File: config.mk
export PLATFORM = sky130hd
export DESIGN_NAME = mcpkt_fifo
export DESIGN_NICKNAME = d
export VERILOG_FILES = /design/src/rtl/mcf_pkg.sv /design/src/rtl/mcf_store.sv /design/src/rtl/mcf_chan_ctrl.sv /design/src/rtl/mcf_level_mon.sv /design/src/rtl/mcpkt_fifo.sv
export SDC_FILE = /design/constraint.sdc
export NUM_CORES = 1
export LEC_CHECK = 0
export BUFFER_PORTS_ARGS = -buffer_cell sky130_fd_sc_hd__buf_2
export CAP_MARGIN = 10
export CELL_PAD_IN_SITES_DETAIL_PLACEMENT = 1
export CELL_PAD_IN_SITES_GLOBAL_PLACEMENT = 2
export CORE_AREA = 2 2 246 175
export DETAILED_ROUTE_END_ITERATION = 16
export DIE_AREA = 0 0 248 177
export PLACE_DENSITY_LB_ADDON = 0.2
export SKIP_CTS_REPAIR_TIMING = 1
export SLEW_MARGIN = 20
export SYNTH_ARGS = -nofsm -noshare
export SYNTH_HDL_FRONTEND = slang
export SYNTH_HIERARCHICAL = 1
export SYNTH_SLANG_ARGS = --single-unit
File: constraint.sdc
create_clock -name clk -period 10.5 [get_ports clk]
set_input_delay 0.525 -clock clk [delete_from_list [all_inputs] [get_ports clk]]
set_output_delay 0.525 -clock clk [all_outputs]
set_load 0.01 [all_outputs]
File: src/rtl/mcf_pkg.sv
package mcf_pkg;

  // Flag vector for up to two thresholds; upper=1 tests fill>=level, else fill<=level.
  function automatic logic [1:0] thr_flags(input int unsigned fill,
                                           input int unsigned n_en,
                                           input int unsigned lvl_a,
                                           input int unsigned lvl_b,
                                           input bit upper);
    logic [1:0] f;
    for (int k = 0; k < 2; k++) begin
      int unsigned lvl;
      lvl  = (k == 0) ? lvl_a : lvl_b;
      f[k] = (k < int'(n_en)) && (upper ? (fill >= lvl) : (fill <= lvl));
    end
    return f;
  endfunction

  // Words held in a segment given wrapped pointers of one extra bit.
  function automatic longint unsigned seg_words(input longint unsigned wp,
                                                input longint unsigned rp,
                                                input int unsigned aw);
    longint unsigned mask;
    mask = (64'd1 << (aw + 1)) - 64'd1;
    return (wp - rp) & mask;
  endfunction

endpackage

File: src/rtl/mcf_store.sv
module mcf_store #(
  parameter int NUM_CH = 4,
  parameter int CH_W   = 2,
  parameter int ADDR_W = 3,
  parameter int WORD_W = 12
) (
  input  logic              clk,
  input  logic              we,
  input  logic [CH_W-1:0]   wr_ch,
  input  logic [ADDR_W-1:0] wr_addr,
  input  logic [WORD_W-1:0] wdata,
  input  logic [CH_W-1:0]   rd_ch,
  input  logic [ADDR_W-1:0] rd_addr,
  output logic [WORD_W-1:0] rdata
);
  localparam int SEG   = 1 << ADDR_W;
  localparam int WORDS = NUM_CH * SEG;
  localparam int IDX_W = CH_W + ADDR_W;

  logic [WORD_W-1:0] mem [WORDS];
  logic [IDX_W-1:0]  widx, ridx;

  assign widx = {wr_ch, wr_addr};
  assign ridx = {rd_ch, rd_addr};

  always_ff @(posedge clk) begin
    if (we) mem[widx] <= wdata;
  end

  assign rdata = mem[ridx];
endmodule

File: src/rtl/mcf_chan_ctrl.sv
module mcf_chan_ctrl #(
  parameter int ADDR_W     = 3,
  parameter int PKT_BUF    = 1,
  parameter int DROP_ERR   = 1,
  parameter int SECT_AVAIL = 1
) (
  input  logic              clk,
  input  logic              rst,
  input  logic              wr_fire,
  input  logic              wr_sop,
  input  logic              wr_eop,
  input  logic              wr_err,
  input  logic              rd_fire,
  input  logic              rd_eop,
  output logic [ADDR_W-1:0] wr_addr,
  output logic [ADDR_W-1:0] rd_addr,
  output logic [ADDR_W:0]   fill,
  output logic              full,
  output logic              avail,
  output logic              wr_keep
);
  localparam int PW = ADDR_W + 1;
  localparam logic [PW-1:0] DEPTH = PW'(1) << ADDR_W;
  localparam logic [PW-1:0] SECT  = PW'(SECT_AVAIL);

  logic [PW-1:0] wp, rp, sp, pkts;
  logic          err_seen;

  // Named events for the checks below.
  logic drop_now, commit_now, drain_eop;

  assign drop_now   = (PKT_BUF != 0) && (DROP_ERR != 0) && wr_fire && wr_eop &&
                      (wr_err || (err_seen && !wr_sop));
  assign commit_now = (PKT_BUF != 0) && wr_fire && wr_eop && !drop_now;
  assign drain_eop  = (PKT_BUF != 0) && rd_fire && rd_eop;
  assign wr_keep    = wr_fire && !drop_now;

  always_ff @(posedge clk) begin
    if (rst) begin
      wp       <= '0;
      rp       <= '0;
      sp       <= '0;
      pkts     <= '0;
      err_seen <= 1'b0;
    end else begin
      if (drop_now)     wp <= wr_sop ? wp : sp;
      else if (wr_fire) wp <= wp + PW'(1);
      if (wr_fire && wr_sop) sp <= wp;
      if (wr_fire) err_seen <= !wr_eop && (wr_err || (err_seen && !wr_sop));
      if (rd_fire) rp <= rp + PW'(1);
      case ({commit_now, drain_eop})
        2'b10:   pkts <= pkts + PW'(1);
        2'b01:   pkts <= pkts - PW'(1);
        default: pkts <= pkts;
      endcase
    end
  end

  assign fill    = PW'(mcf_pkg::seg_words(longint'(wp), longint'(rp), ADDR_W));
  assign full    = (fill == DEPTH);
  assign avail   = (PKT_BUF != 0) ? (pkts != '0) : (fill >= SECT);
  assign wr_addr = wp[ADDR_W-1:0];
  assign rd_addr = rp[ADDR_W-1:0];

  assert_no_overflow_R3: assert property (@(posedge clk) disable iff (rst)
    full |-> !wr_fire);

  assert_fill_bound_R3: assert property (@(posedge clk) disable iff (rst)
    fill <= DEPTH);

  generate
    if (PKT_BUF != 0) begin : g_pkt_chk
      assert_whole_pkt_R2: assert property (@(posedge clk) disable iff (rst)
        rd_fire |-> (pkts != '0));
      assert_drop_no_commit_R4: assert property (@(posedge clk) disable iff (rst)
        (drop_now && !drain_eop) |=> $stable(pkts));
    end else begin : g_sect_chk
      assert_section_R6: assert property (@(posedge clk) disable iff (rst)
        rd_fire |-> (fill >= SECT));
    end
  endgenerate
endmodule

File: src/rtl/mcf_level_mon.sv
module mcf_level_mon #(
  parameter int ADDR_W  = 3,
  parameter int NUM_AF  = 2,
  parameter int NUM_AE  = 2,
  parameter int AF_LVL1 = 6,
  parameter int AF_LVL2 = 8,
  parameter int AE_LVL1 = 0,
  parameter int AE_LVL2 = 2
) (
  input  logic            clk,
  input  logic            rst,
  input  logic [ADDR_W:0] fill,
  output logic [1:0]      afull,
  output logic [1:0]      aempty
);
  always_comb begin
    afull  = mcf_pkg::thr_flags(int'(fill), NUM_AF, AF_LVL1, AF_LVL2, 1'b1);
    aempty = mcf_pkg::thr_flags(int'(fill), NUM_AE, AE_LVL1, AE_LVL2, 1'b0);
  end

  assert_af_rise_R8: assert property (@(posedge clk) disable iff (rst)
    $rose(afull[0]) |-> (fill > $past(fill)));

  assert_ae_rise_R9: assert property (@(posedge clk) disable iff (rst)
    $rose(aempty[0]) |-> (fill < $past(fill)));
endmodule

File: src/rtl/mcpkt_fifo.sv
module mcpkt_fifo #(
  parameter int NUM_CH     = 4,
  parameter int DATA_W     = 8,
  parameter int ERR_W      = 2,
  parameter int ADDR_W     = 3,
  parameter int PKT_BUF    = 1,
  parameter int DROP_ERR   = 1,
  parameter int SECT_AVAIL = 1,
  parameter int USE_REQ    = 1,
  parameter int NUM_AF     = 2,
  parameter int NUM_AE     = 2,
  parameter int AF_LVL1    = 6,
  parameter int AF_LVL2    = 8,
  parameter int AE_LVL1    = 0,
  parameter int AE_LVL2    = 2,
  localparam int CH_W      = (NUM_CH > 1) ? $clog2(NUM_CH) : 1,
  localparam int ERR_PW    = (ERR_W > 0) ? ERR_W : 1
) (
  input  logic              clk,
  input  logic              rst,
  input  logic              in_valid,
  output logic              in_ready,
  input  logic [DATA_W-1:0] in_data,
  input  logic [CH_W-1:0]   in_chan,
  input  logic              in_sop,
  input  logic              in_eop,
  input  logic [ERR_PW-1:0] in_err,
  input  logic [CH_W-1:0]   req_chan,
  output logic              out_valid,
  input  logic              out_ready,
  output logic [DATA_W-1:0] out_data,
  output logic [CH_W-1:0]   out_chan,
  output logic              out_sop,
  output logic              out_eop,
  output logic [ERR_PW-1:0] out_err,
  input  logic [CH_W-1:0]   stat_chan,
  output logic [ADDR_W:0]   stat_fill,
  output logic [1:0]        stat_afull,
  output logic [1:0]        stat_aempty
);
  localparam int WORD_W = DATA_W + 2 + ERR_PW;

  logic [ERR_PW-1:0] err_in;
  logic              err_any;
  logic [CH_W-1:0]   sel;

  logic [NUM_CH-1:0] wr_fire, rd_fire, full_v, avail_v, keep_v;
  logic [ADDR_W-1:0] wa_v [NUM_CH];
  logic [ADDR_W-1:0] ra_v [NUM_CH];
  logic [ADDR_W:0]   fill_v [NUM_CH];
  logic [1:0]        af_v [NUM_CH];
  logic [1:0]        ae_v [NUM_CH];

  logic [ADDR_W-1:0] wr_addr, rd_addr;
  logic [WORD_W-1:0] wword, rword;
  logic              store_we;

  assign err_in  = (ERR_W > 0) ? in_err : '0;
  assign err_any = |err_in;
  assign sel     = (USE_REQ != 0) ? req_chan : '0;

  // Per-channel selection muxes.
  always_comb begin
    in_ready    = 1'b0;
    out_valid   = 1'b0;
    wr_addr     = '0;
    rd_addr     = '0;
    stat_fill   = '0;
    stat_afull  = '0;
    stat_aempty = '0;
    for (int c = 0; c < NUM_CH; c++) begin
      if (in_chan == CH_W'(c)) begin
        in_ready = !full_v[c];
        wr_addr  = wa_v[c];
      end
      if (sel == CH_W'(c)) begin
        out_valid = avail_v[c];
        rd_addr   = ra_v[c];
      end
      if (stat_chan == CH_W'(c)) begin
        stat_fill   = fill_v[c];
        stat_afull  = af_v[c];
        stat_aempty = ae_v[c];
      end
    end
  end

  genvar gc;
  generate
    for (gc = 0; gc < NUM_CH; gc++) begin : g_ch
      assign wr_fire[gc] = in_valid && in_ready && (in_chan == CH_W'(gc));
      assign rd_fire[gc] = out_valid && out_ready && (sel == CH_W'(gc));

      mcf_chan_ctrl #(
        .ADDR_W(ADDR_W), .PKT_BUF(PKT_BUF),
        .DROP_ERR(DROP_ERR), .SECT_AVAIL(SECT_AVAIL)
      ) u_ctrl (
        .clk(clk), .rst(rst),
        .wr_fire(wr_fire[gc]), .wr_sop(in_sop), .wr_eop(in_eop), .wr_err(err_any),
        .rd_fire(rd_fire[gc]), .rd_eop(out_eop),
        .wr_addr(wa_v[gc]), .rd_addr(ra_v[gc]), .fill(fill_v[gc]),
        .full(full_v[gc]), .avail(avail_v[gc]), .wr_keep(keep_v[gc])
      );

      mcf_level_mon #(
        .ADDR_W(ADDR_W), .NUM_AF(NUM_AF), .NUM_AE(NUM_AE),
        .AF_LVL1(AF_LVL1), .AF_LVL2(AF_LVL2), .AE_LVL1(AE_LVL1), .AE_LVL2(AE_LVL2)
      ) u_lvl (
        .clk(clk), .rst(rst), .fill(fill_v[gc]), .afull(af_v[gc]), .aempty(ae_v[gc])
      );
    end
  endgenerate

  assign store_we = |keep_v;
  assign wword    = {in_data, in_sop, in_eop, err_in};

  mcf_store #(
    .NUM_CH(NUM_CH), .CH_W(CH_W), .ADDR_W(ADDR_W), .WORD_W(WORD_W)
  ) u_store (
    .clk(clk), .we(store_we), .wr_ch(in_chan), .wr_addr(wr_addr), .wdata(wword),
    .rd_ch(sel), .rd_addr(rd_addr), .rdata(rword)
  );

  assign out_data = rword[WORD_W-1 -: DATA_W];
  assign out_sop  = rword[ERR_PW+1];
  assign out_eop  = rword[ERR_PW];
  assign out_err  = rword[ERR_PW-1:0];
  assign out_chan = sel;

  assert_hold_R12: assert property (@(posedge clk) disable iff (rst)
    (out_valid && !out_ready) |=>
      ((sel != $past(sel)) || (out_valid && (out_data == $past(out_data)))));

  assert_one_write_R3: assert property (@(posedge clk) disable iff (rst)
    $onehot0(wr_fire));
endmodule

==> impl_metrics.toml <==
[timing]
fin_ws_ns = 5.774
setup_violations = 0
timing.fmax_mhz = 211.6
layout_min_cycle_time_ns = 4.726
max_slew.worst_pin.slew_ns = 1.287
hold_viol = 0
relSlewSlack_pct = 14.20
rsz0062_at_grt = "no"
fin_crit_sh_pct = 45.01
finalClockSkew_ns = 0.01495
slew_viol_final = 0
timing.hold.ws_ns = 0.4534
fin_setup_tns_ns = 0

[outcome]
status = "finished, final reports clean"

[die]
rows = 63
core_um2 = 41700
start_util_pct = 48.51
fp.dieH_um = 177
die_area_um2 = 43900
ios = 46
dieWidth_um = 248

[global_routing]
antenna_found_initial = 1
grt_remaining_overflow = 0
grt_pass1_wl_mm = 78.18
grt_max_degree = 141
first_global_vias = 12190
grt_use_total_pct = 24.00

[power]
peakVddDrop_mv = 0.1657
total_power_mw = 3.598
leakage_nw = 7.087
powerDensity_nw_per_um2 = 163.1

[synth]
synth_area_um2 = 20230
netlist.area_leader.share_pct = 57.00
synth_nets = 1480
yosysSeqAreaShare_pct = 63.73
synth_top_cell_by_area = "edfxtp_1"
syn_area_per_cell_um2 = 14.23
yosys-top-cells-area = "edfxtp_1 (57%), mux2i_1 (10%), dfxtp_1 (6.7%)"
synth_edf_count = 384
syn_inst = 1422
ys.flop_type = "edfxtp_1"
synthArstFlopShare_pct = 0
yosys_warnings = 6
synth.distinct_cells = 52
ys_ff_latch = 452

[finish]
final_util_pct = 52.91
drive_above_1_share_pct = 13.04
final_common_cell = "edfxtp_1"
synthToLayoutAreaGrowth_pct = 9.067
final_cell_mix = "edfxtp_1 (384), mux2i_1 (208), dfxtp_1 (68)"
layout.cells.non_filler = 2033
fin_nets = 1509
final_area_um2 = 22060
nFillCells = 4000

[worst_setup_path]
crit_path_start = "g_ch[3].u_ctrl/wp[0]$_SDFFE_PP0P_"
crit_path_top_delay_cell = "nor2_1"
start_kind = "register"
cp_data_arrival_time_ns = 4.90
rr_startpoint = "g_ch[3].u_ctrl/wp[0]$_SDFFE_PP0P_"
path_class = "reg -> reg"
cp_common_cell = "inv_1"
end_kind = "register"
worstPathRequired_ns = 10.67
worstRegToRegCells = 12
slowest_delay_ns = 0.89
cp_max_fo = 14
path_cells = "inv_1 > ha_1 > inv_1 > fa_1 > xor2_1 > nor4b_1 > nor3b_1 > buf_4 > and2_1 > or4_1 > or3b_2 > nor2_1"

[placement]
place_area_um2 = 20730
place.gp.congestion = 0.7717
dp.cells = 1956
preCtsSetupSlack_ns = 5.354
port_buffers = 45
dp_hpwl_mm = 31.56

[routing]
avgViaCountPerCell = 5.931
via_count = 12060
drt_iter0_drc = 897
drtPass1Iterations = 5
antenna_left = 0
wirelength_mm = 51.82
drc_errors = 0
wire_per_inst_um = 25.49

[clocking]
cts_root_buffer = "clkbuf_16"
clkTransAtPathRegs_ns = 0.06
cts_buffers = 45
cts_sinks = 452
insertion_delay_ns = 0.56
h-tree-depth = 2
cts_tree = "built"
cts_buffer_depth = 3

[worst_hold_path]
hp-start = "g_ch[0].u_ctrl/sp[2]$_SDFFE_PP0P_"
min_path_type = "reg -> reg"
hold-path-cell-count = 2

[flow_run]
drv_cap = 0
## critical path: cells and delay by family (launching register included)
kind	cells	cell delay [ns]
xor gates and xnor gates	1	0.42
adders and majority gates	2	0.56
and+or+nand+nor	6	2.45
DFF	1	0.44
buffers and inverters	3	0.47
## synth_stat cells, drive strengths merged, types with 8 or more instances
cell and count:
a211oi 8, a21oi 60, a22o 24, a22oi 52
a31oi 24, and2 9, buf 75, clkbuf 23
dfxtp 68, edfxtp 384, ha 32, inv 33
mux2i 208, mux4 16, nand2 62, nand2b 14
nand3 50, nand4 20, nor2 78, nor2b 22
nor3 17, o211ai 8, o21ai 24, or4 9
xnor2 8, xor2 24
## power by group
part | leakage [nW] | switching [mW] | internal (mW)
clock network | 0.632 | 0.670 | 0.803
registers | 4.00 | 0.00807 | 1.96
logic | 2.45 | 0.112 | 0.0489
## kinds of logic (layout without fill, tap and decap cells)
group,count (synthesis),after routing,share of synthesized area [%]
AOI/OAI and AO/OA,224,224,7.546
adders and majority gates,36,36,2.375
xor gates and xnor gates,32,32,1.385
DFF,452,452,63.73
buffers and inverters,131,189,4.262
muxes,228,228,12.48
other,0,1,0
and+or+nand+nor,319,319,8.220
## state kept, by name, summed over array words and instances, names as in the netlist
register	cells
g_ch.u_ctrl/err_seen	4
u_store/mem	384
g_ch.u_ctrl/rp	16
g_ch.u_ctrl/sp	16
g_ch.u_ctrl/wp	16
g_ch.u_ctrl/pkts	16
## path summary, 6_finish.rpt
kind,to,slack (ns)
max,u_store/mem[12][6]$_DFFE_PP_,5.77
min reg2reg,g_ch[0].u_ctrl/sp[2]$_SDFFE_PP0P_,0.45
max reg2reg,u_store/mem[12][6]$_DFFE_PP_,5.77
min,g_ch[0].u_ctrl/sp[2]$_SDFFE_PP0P_,0.45
## final cells by class
cell class	count	area (um2)	area share, %
antenna	1	2.502	0.01134
tap	552	690.7	3.130
timing repair buffer	80	500.5	2.268
multi-input combinational	839	6544	29.66
clock buffer	57	1192	5.404
inverter	33	123.9	0.5614
sequential	452	12890	58.43
clock inverter	19	117.6	0.5331
## per-layer routing
layer  up-vias  routed length (um)  global-route usage (%)  share of wire, %
li1       5494                   -                       -                 -
met1      6241               25500                   37.15                49
met2       268               22990                   36.03                44
met3        54                2550                   3.714               4.9
met4         0                 778                   4.266               1.5
met5         -                   0                       0                 0
No activity file was read; power rests on OpenSTA's default activity.
